## src/rtl/cmp_status_pkg.sv

```systemverilog
package cmp_status_pkg;

  typedef enum logic [1:0] {
    PAIR_A0_D1 = 2'b00,
    PAIR_A1_D1 = 2'b01,
    PAIR_A1_A0 = 2'b10,
    PAIR_A0_A0 = 2'b11
  } pair_sel_e;

  localparam int NUM_FLAGS = 8;
  localparam int F_EQ0   = 0;
  localparam int F_LT0   = 1;
  localparam int F_ZERO0 = 2;
  localparam int F_ONES0 = 3;
  localparam int F_EQ1   = 4;
  localparam int F_LT1   = 5;
  localparam int F_ZERO1 = 6;
  localparam int F_ONES1 = 7;

endpackage

```

## src/rtl/cmp_pair.sv

```systemverilog
module cmp_pair #(
  parameter int WIDTH = 8
) (
  input  logic             clk,
  input  logic             rst,
  input  logic [WIDTH-1:0] lhs,
  input  logic [WIDTH-1:0] rhs,
  input  logic             chain_en,
  input  logic             eq_in,
  input  logic             lt_in,
  output logic             eq_out,
  output logic             lt_out
);

  logic own_eq;
  logic own_lt;

  assign own_eq = (lhs == rhs);
  assign own_lt = (lhs < rhs);

  always_comb begin
    if (chain_en) begin
      eq_out = own_eq & eq_in;
      lt_out = own_lt | (own_eq & lt_in);
    end else begin
      eq_out = own_eq;
      lt_out = own_lt;
    end
  end

  // a chained equal needs the incoming equal
  a_r5_eq_needs_incoming: assert property (@(posedge clk) disable iff (rst)
    (chain_en && eq_out) |-> eq_in);

  // unchained less-than follows operands only
  a_r7_unchained_lt: assert property (@(posedge clk) disable iff (rst)
    !chain_en |-> (lt_out == (lhs < rhs)));

  // with consistent inputs, equal and less-than never both set
  a_r5_exclusive: assert property (@(posedge clk) disable iff (rst)
    !(eq_in && lt_in) |-> !(eq_out && lt_out));

endmodule

```

## src/rtl/cmp_detect.sv

```systemverilog
module cmp_detect #(
  parameter int WIDTH = 8
) (
  input  logic             clk,
  input  logic             rst,
  input  logic [WIDTH-1:0] value,
  output logic             is_zero,
  output logic             is_ones
);

  localparam logic [WIDTH-1:0] ALL_ONES = {WIDTH{1'b1}};

  assign is_zero = (value == '0);
  assign is_ones = (value == ALL_ONES);

  // both detectors never fire together
  a_r2_zero_ones_excl: assert property (@(posedge clk) disable iff (rst)
    !(is_zero && is_ones));

endmodule

```

## src/rtl/cmp_status_unit.sv

```systemverilog
module cmp_status_unit
  import cmp_status_pkg::*;
#(
  parameter int WIDTH = 8
) (
  input  logic                 clk,
  input  logic                 rst,
  input  logic [WIDTH-1:0]     reg_a0,
  input  logic [WIDTH-1:0]     reg_a1,
  input  logic [WIDTH-1:0]     reg_d0,
  input  logic [WIDTH-1:0]     reg_d1,
  input  logic [1:0]           pair_cfg_a,
  input  logic [1:0]           pair_cfg_b,
  input  logic                 pair_dyn,
  input  logic                 chain_en0,
  input  logic                 chain_en1,
  input  logic                 chain_eq0_in,
  input  logic                 chain_lt0_in,
  input  logic                 chain_eq1_in,
  input  logic                 chain_lt1_in,
  output logic [NUM_FLAGS-1:0] flags_now,
  output logic [NUM_FLAGS-1:0] flags_reg
);

  localparam int NUM_ACC = 2;

  pair_sel_e        pair_active;
  logic [WIDTH-1:0] p1_lhs;
  logic [WIDTH-1:0] p1_rhs;
  logic [WIDTH-1:0] acc_val [NUM_ACC];
  logic             acc_zero [NUM_ACC];
  logic             acc_ones [NUM_ACC];
  logic             eq0, lt0, eq1, lt1;

  assign pair_active = pair_dyn ? pair_sel_e'(pair_cfg_b) : pair_sel_e'(pair_cfg_a);

  always_comb begin
    unique case (pair_active)
      PAIR_A0_D1: begin p1_lhs = reg_a0; p1_rhs = reg_d1; end
      PAIR_A1_D1: begin p1_lhs = reg_a1; p1_rhs = reg_d1; end
      PAIR_A1_A0: begin p1_lhs = reg_a1; p1_rhs = reg_a0; end
      default:    begin p1_lhs = reg_a0; p1_rhs = reg_a0; end
    endcase
  end

  cmp_pair #(.WIDTH(WIDTH)) u_pair0 (
    .clk(clk), .rst(rst), .lhs(reg_a0), .rhs(reg_d0),
    .chain_en(chain_en0), .eq_in(chain_eq0_in), .lt_in(chain_lt0_in),
    .eq_out(eq0), .lt_out(lt0)
  );

  cmp_pair #(.WIDTH(WIDTH)) u_pair1 (
    .clk(clk), .rst(rst), .lhs(p1_lhs), .rhs(p1_rhs),
    .chain_en(chain_en1), .eq_in(chain_eq1_in), .lt_in(chain_lt1_in),
    .eq_out(eq1), .lt_out(lt1)
  );

  assign acc_val[0] = reg_a0;
  assign acc_val[1] = reg_a1;

  for (genvar k = 0; k < NUM_ACC; k++) begin : g_detect
    cmp_detect #(.WIDTH(WIDTH)) u_detect (
      .clk(clk), .rst(rst), .value(acc_val[k]),
      .is_zero(acc_zero[k]), .is_ones(acc_ones[k])
    );
  end

  always_comb begin
    flags_now          = '0;
    flags_now[F_EQ0]   = eq0;
    flags_now[F_LT0]   = lt0;
    flags_now[F_ZERO0] = acc_zero[0];
    flags_now[F_ONES0] = acc_ones[0];
    flags_now[F_EQ1]   = eq1;
    flags_now[F_LT1]   = lt1;
    flags_now[F_ZERO1] = acc_zero[1];
    flags_now[F_ONES1] = acc_ones[1];
  end

  always_ff @(posedge clk) begin
    if (rst) flags_reg <= '0;
    else     flags_reg <= flags_now;
  end

  // registered flags lag by one cycle
  a_r8_reg_lag: assert property (@(posedge clk) disable iff (rst)
    1'b1 |=> (flags_reg == $past(flags_now)));

  // reset clears registered flags
  a_r9_reset_clear: assert property (@(posedge clk)
    rst |=> (flags_reg == '0));

  // unchained pair 0 equal follows A0 and D0
  a_r1_eq0_unchained: assert property (@(posedge clk) disable iff (rst)
    !chain_en0 |-> (flags_now[F_EQ0] == (reg_a0 == reg_d0)));

  // self comparison always reads equal when unchained
  a_r3_self_equal: assert property (@(posedge clk) disable iff (rst)
    ((pair_active == PAIR_A0_A0) && !chain_en1) |-> (flags_now[F_EQ1] && !flags_now[F_LT1]));

endmodule

```

## config.mk

```make
export PLATFORM = sky130hd
export DESIGN_NAME = cmp_status_unit
export DESIGN_NICKNAME = d
export VERILOG_FILES = /design/src/rtl/cmp_status_pkg.sv /design/src/rtl/cmp_pair.sv /design/src/rtl/cmp_detect.sv /design/src/rtl/cmp_status_unit.sv
export SDC_FILE = /design/constraint.sdc
export NUM_CORES = 1
export LEC_CHECK = 0
export CAP_MARGIN = 20
export CORE_ASPECT_RATIO = 1.2
export CORE_MARGIN = 2
export CORE_UTILIZATION = 62
export CTS_CLUSTER_SIZE = 24
export DETAILED_ROUTE_END_ITERATION = 8
export DONT_BUFFER_PORTS = 1
export HOLD_SLACK_MARGIN = 0.02
export PLACE_DENSITY = 0.86
export SYNTH_ARGS = -nofsm -noshare
export SYNTH_HDL_FRONTEND = slang
export SYNTH_SLANG_ARGS = --single-unit
```

## constraint.sdc

```tcl
create_clock -name clk -period 3.7 [get_ports clk]
set_input_delay 0.555 -clock clk [delete_from_list [all_inputs] [get_ports clk]]
set_output_delay 0.555 -clock clk [all_outputs]
set_load 0.01 [all_outputs]
```

==> results of run 1 <==
## final timing paths
| check | start | endpoint | slack [ns] |
|---|---|---|---|
| max | pair_dyn | flags_now[5] | 0.57 |
| min | rst | flags_reg[5] | 0.38 |
## worst max-delay path: stages
cell and delay [ns]:
mux2i_1 0.36, xnor2_4 0.22, mux2_2 0.39, ha_1 0.31
a211o_1 0.26, a21oi_1 0.19, nand3_1 0.13, nand3_1 0.16
## synthesized netlist by cell type (all sizes together)
master | count | area [um2]
mux2i | 10 | 112.6
dfxtp | 8 | 160.2
ha | 16 | 200.2
nand4 | 8 | 50.05
nor2 | 6 | 22.52
a211o | 2 | 17.52
buf | 8 | 60.06
nand3 | 6 | 30.03
inv | 8 | 30.03
nor4 | 2 | 12.51
o211ai | 2 | 15.01
clkbuf | 1 | 3.750
o21ai | 1 | 5.000
xnor2 | 1 | 27.53
mux2 | 7 | 78.83
nor2b | 4 | 25.02
a31oi | 2 | 12.51
o21a | 2 | 15.01
a21oi | 4 | 20.02
nor3 | 6 | 30.03
nand2 | 3 | 11.26
or4 | 4 | 30.03
## cell families after synthesis
family	count (synthesis)	share of synthesized area (%)
and+or+nand+nor	39	21.81
buffers and inverters	17	9.677
muxes	17	19.74
adders and majority gates	16	20.64
AOI/OAI and AO/OA	13	8.773
DFF	8	16.52
xor gates and xnor gates	1	2.839
## per-layer routing
metal | global-route usage (%) | vias up
li1 | - | 402
met1 | 24.23 | 355
met2 | 41.61 | 38
met3 | 6.635 | 0
met4 | 10.34 | 0
met5 | 0 | -
## final cells by class
| cell class | count | share of cell area [%] |
|---|---|---|
| Multi-Input combinational cell | 86 | 74.77 |
| Sequential cell | 8 | 16.73 |
| Inverter | 8 | 3.137 |
| Clock buffer | 3 | 2.353 |
| Tap cell | 17 | 2.222 |
| Timing Repair Buffer | 1 | 0.7843 |
## power groups by stage
stage               clock (mW)  sequential [mW]  combinational [mW]
floorplan                    0           0.0945               0.106
global placement             0           0.0946               0.111
detailed placement           0           0.0946               0.117
CTS                     0.0632           0.0930               0.117
global route            0.0651           0.0936               0.133
finish                  0.0602           0.0929               0.117
==> metrics.md, run 1 <==
| Metric | Value |
|---|---|
| Post-Syn Nets | `172` |
| CP required | `3.14 ns` |
| Seq pwr share | `34.4%` |
| P_int | `0.1849 mW` |
| 1st-iter DRT viols | `10` |
| Area delta synth->final | `-1.290%` |
| Switching share of power | `31.47%` |
| Final HPWL DP | `1.783 mm` |
| Final hold vios | `0` |
| CTS max path bufs | `2` |
| Post-synthesis sequential area ratio | `16.52%` |
| Util after Layout | `66.23%` |
| Cell Pwr Density | `281.9 nW/um2` |
| Largest net degree at the start of global routing | `10` |
| # resized after CTS | `0` |
| Initial antenna violation count | `0` |
| Met1 wire length | `~740 um` |
| Gate power share | `43.2%` |
| Placed insts | `120` |
| Final wirelength | `2.004 mm` |
| Core footprint | `1445 um2` |
| Time the worst path needs with I/O delays and setup | `around 3.1 ns` |
| Worst hold stages | `1` |
| # diodes | `0` |
| Post-Route Setup TNS | `0 ns` |
| Relative max-transition margin | `73.22%` |
| Vias in the first global route | `approximately 760` |
| Final worst slack | `0.5662 ns` |
| Wire length on met2 | `around 1.0 mm` |
| Largest register FFs | `8` |
| YS warnings | `0` |
| Psw | `0.08492 mW` |
| Clk sinks | `8` |
| Grt total ovfl | `0` |
| Most common cell after layout, fill and taps aside | `ha_1` |
| Die width | `40.10 um` |
| Clock share of power | `~22%` |
| Syn_area_per_cell | `8.736 um2` |
| Leakage | `roughly 0.42 nW` |
| Post-Place Cell Area | `about 930 um2` |
| CTS HTree Levels | `1` |
| Mapped Cells | `about 110` |
| Port Buffers | `0` |
| Ratio of cells with drive above 1 in the final layout | `12.26%` |
| Status | `finished, final reports clean` |
| Mapped Area | `969.7 um2` |
| Drt via density | `6.463` |
| # DRC | `0` |
| Netlist cell types | `23` |
| Antenna Violating Nets Remaining | `0` |
| Routed wl met3 | `214 um` |
| Power consumption | `0.2698 mW` |
| Final nets | `roughly 170` |
| Crit. End Element | `output pin` |
| Setup WS pre-CTS | `~0.56 ns` |
| Maximum vdd ir drop | `around 120 uV` |
| Count of final setup violators | `0` |
| Final hold slack | `approximately 0.38 ns` |
| HP Class | `input port to flip-flop` |
| Fill cell count | `~120` |
| Root Driver | `clkbuf_4` |
| WP data arrival | `between 2 and 3 ns` |
| Final period utilization | `between 80% and 90%` |
| Effective utilization at floorplan | `67.10%` |
| Wirelength per Cell | `16.29 um` |
| Via count | `between 700 and 800` |
| Die ar. | `1898 um2` |
| Final slew viol count | `0` |
| MaxCap Viol Count | `0` |
| FMAX | `319.1 MHz` |
| Multi-input combinational cell area | `~700 um2` |
| Hold buffer count at CTS | `0` |
| Slew @ Worst Pin | `about 0.4 ns` |
| Num ports | `61` |
| Row count | `15` |
| Design area | `957.2 um2` |
| Placer Congestion | `0.7603` |
| Startpoint Class | `input port` |
| Total CTS buffers | `3` |
| FF+latch count, synth | `8` |
| TritonCTS clock tree | `built` |
| Most frequent cells in the layout | `ha_1, mux2i_1, inv_1, nand4_1, dfxtp_1` |
| Critical path class | `input port to output pin` |
| Register area | `160.2 um2` |
| TritonRoute pass-1 iters | `3` |
| Setup bufs post-CTS | `0` |
| Highest metal used | `met3` |
| Crit path max fanout | `8` |
| Die height | `47.32 um` |
| Non-filler cells, final | `between 100 and 150` |
| Total GRT Usage | `23.17%` |
| CTS clock-pin slew for the worst setup and hold paths | `0.05 ns` |
| RSZ-0062 raised after global routing | `false` |
| First-pass GRT wire length | `3.022 mm` |
No activity file was read; power rests on OpenSTA's default activity.
==> run 2, diff against run 1 <==
==> constraint.sdc (replaced) <==
create_clock -name clk -period 2.9 [get_ports clk]
set_input_delay 0.435 -clock clk [delete_from_list [all_inputs] [get_ports clk]]
set_output_delay 0.435 -clock clk [all_outputs]
set_load 0.01 [all_outputs]
==> run 2 against run 1 <==
Flip-flop and latch count did not move. Via count rose by 3.5%. Cell area rose by 2.1%. Largest cell class unchanged.
==> metrics.md, run 2 (synthesized netlist as in run 1, its figures left out) <==
| Metric | Value |
|---|---|
| Status | `finished, final reports clean` |
| Final nets | `170` |
| Initial antenna violation count | `0` |
| Total GRT Usage | `26.12%` |
| Antenna Violating Nets Remaining | `0` |
| WP data arrival | `2.34 ns` |
| CP required | `2.47 ns` |
| # diodes | `0` |
| Cell Pwr Density | `358.9 nW/um2` |
| Final period utilization | `95.83%` |
| Crit path cell chain | `mux2i_4 -> xnor2_4 -> mux2_2 -> ha_1 -> a211o_1 -> a21oi_1 -> nand3_1 -> nand3_1` |
| Final hold slack | `0.2557 ns` |
| Final hold vios | `0` |
| Core footprint | `1445 um2` |
| CTS clock-pin slew for the worst setup and hold paths | `0.05 ns` |
| Critical path launch point | `pair_dyn` |
| Vias in the first global route | `842` |
| 1st-iter DRT viols | `22` |
| RSZ-0062 raised after global routing | `false` |
| Wirelength per Cell | `17.02 um` |
| HP Class | `input port to flip-flop` |
| Critical path class | `input port to output pin` |
| Total CTS buffers | `3` |
| Placer Congestion | `0.7808` |
| Time the worst path needs with I/O delays and setup | `2.779 ns` |
| Crit. End Element | `output pin` |
| Gr busiest metal | `met2` |
| Maximum vdd ir drop | `around 170 uV` |
| Leakage | `0.4231 nW` |
| # DRC | `0` |
| Via count | `823` |
| Met3 Use GR | `2.844%` |
| Most frequent cells in the layout | `ha_1, inv_1, nand4_1, mux2i_1, dfxtp_1` |
| Post-Route Setup TNS | `0 ns` |
| Final wirelength | `2.111 mm` |
| Slew @ Worst Pin | `0.3658 ns` |
| Clk sinks | `8` |
| Port Buffers | `0` |
| GR Layer Usage met1 | `between 30% and 40%` |
| CTS max path bufs | `2` |
| MaxCap Viol Count | `0` |
| TritonCTS clock tree | `built` |
| Effective utilization at floorplan | `67.10%` |
| M2 GR Usage | `45.16%` |
| Final HPWL DP | `1.831 mm` |
| Die ar. | `1898 um2` |
| Grt total ovfl | `0` |
| Relative max-transition margin | `75.42%` |
| CTS HTree Levels | `1` |
| Area delta synth->final | `0.7742%` |
| CP dominant cell by count | `nand3_1` |
| Drt via density | `around 6.6` |
| Largest register FFs | `8` |
| Largest net degree at the start of global routing | `10` |
| First-pass GRT wire length | `roughly 3.4 mm` |
| Final slew viol count | `0` |
| Worst path slowest cell | `mux2_2` |
| Root Driver | `clkbuf_4` |
| Crit path max fanout | `8` |
| Num ports | `61` |
| Ratio of cells with drive above 1 in the final layout | `between 10 and 15%` |
| Count of final setup violators | `0` |
| Crit-path max cell delay | `approximately 0.38 ns` |
| TritonRoute pass-1 iters | `4` |
| Die width | `between 40 and 50 um` |
| FMAX | `359.8 MHz` |
| Startpoint Class | `input port` |
| Row count | `15` |
| Die height | `47.32 um` |
| Most common cell after layout, fill and taps aside | `ha_1` |
| CP Capture Point | `flags_now[5]` |
==> run 2: critical path, delay by kind of cell <==
kind | cells | cell delay [ns]
multiplexers | 2 | 0.57
AND/OR/NAND/NOR | 2 | 0.27
adder cells (fa/ha/maj) | 1 | 0.32
AO/OA/AOI/OAI | 2 | 0.44
XOR/XNOR | 1 | 0.31
==> run 2: layout make-up <==
cell class,count,area [um2]
Inverter,8,30.03
Sequential cell,8,160.2
Clock buffer,3,22.52
Tap cell,17,21.27
Multi-Input combinational cell,86,728.2
Timing Repair Buffer,2,15.01
Fill cell,116,467.9
==> run 2: repair_timing <==
item                                    4_1_cts  5_1_grt
endpoints found under the setup margin        0        1
hold buffers                                  0        0
resized for setup                             0        2
buffers inserted                              0        0
==> run 2: worst min path at each step <==
| stage | startpoint | to | slack, ns | cells after the start |
|---|---|---|---|---|
| floorplan | reg_a0[3] | flags_reg[3] | 0.59 | 2 |
| global placement | rst | flags_reg[1] | 0.51 | 1 |
| detailed placement | rst | flags_reg[1] | 0.51 | 1 |
| CTS | rst | flags_reg[1] | 0.24 | 1 |
| global route | rst | flags_reg[5] | 0.25 | 1 |
| finish | rst | flags_reg[5] | 0.26 | 1 |
==> run 2: power by group <==
| group | switching [mW] | leakage (nW) | internal, mW |
|---|---|---|---|
| Combinational | 0.0776 | 0.344 | 0.0768 |
| Sequential | 0.00358 | 0.0651 | 0.115 |
| Clock | 0.0308 | 0.0138 | 0.0469 |
==> run 2: through the flow <==
stage               utilization, %  worst slack, ns  instance area (um2)  total power, mW  std cells
CTS                          66.75          0.04528                964.7           0.3538        124
floorplan                        -         0.003425                969.7           0.2552        111
global route                 67.62          0.01479                977.2           0.3789        124
finish                       67.62           0.1208                977.2           0.3507        124
global placement             65.19          0.07670                942.2           0.2625        121
detailed placement           65.19          0.04309                942.2           0.2715        121
==> run 2: routing by layer <==
layer / vias to the layer above / routed length (um) / share of wire, %
met4: 0 / 38 / 1.8
met5: - / 0 / 0
met1: 368 / 812 / 38
met3: 4 / 199 / 9.4
met2: 46 / 1061 / 50
li1: 405 / - / -
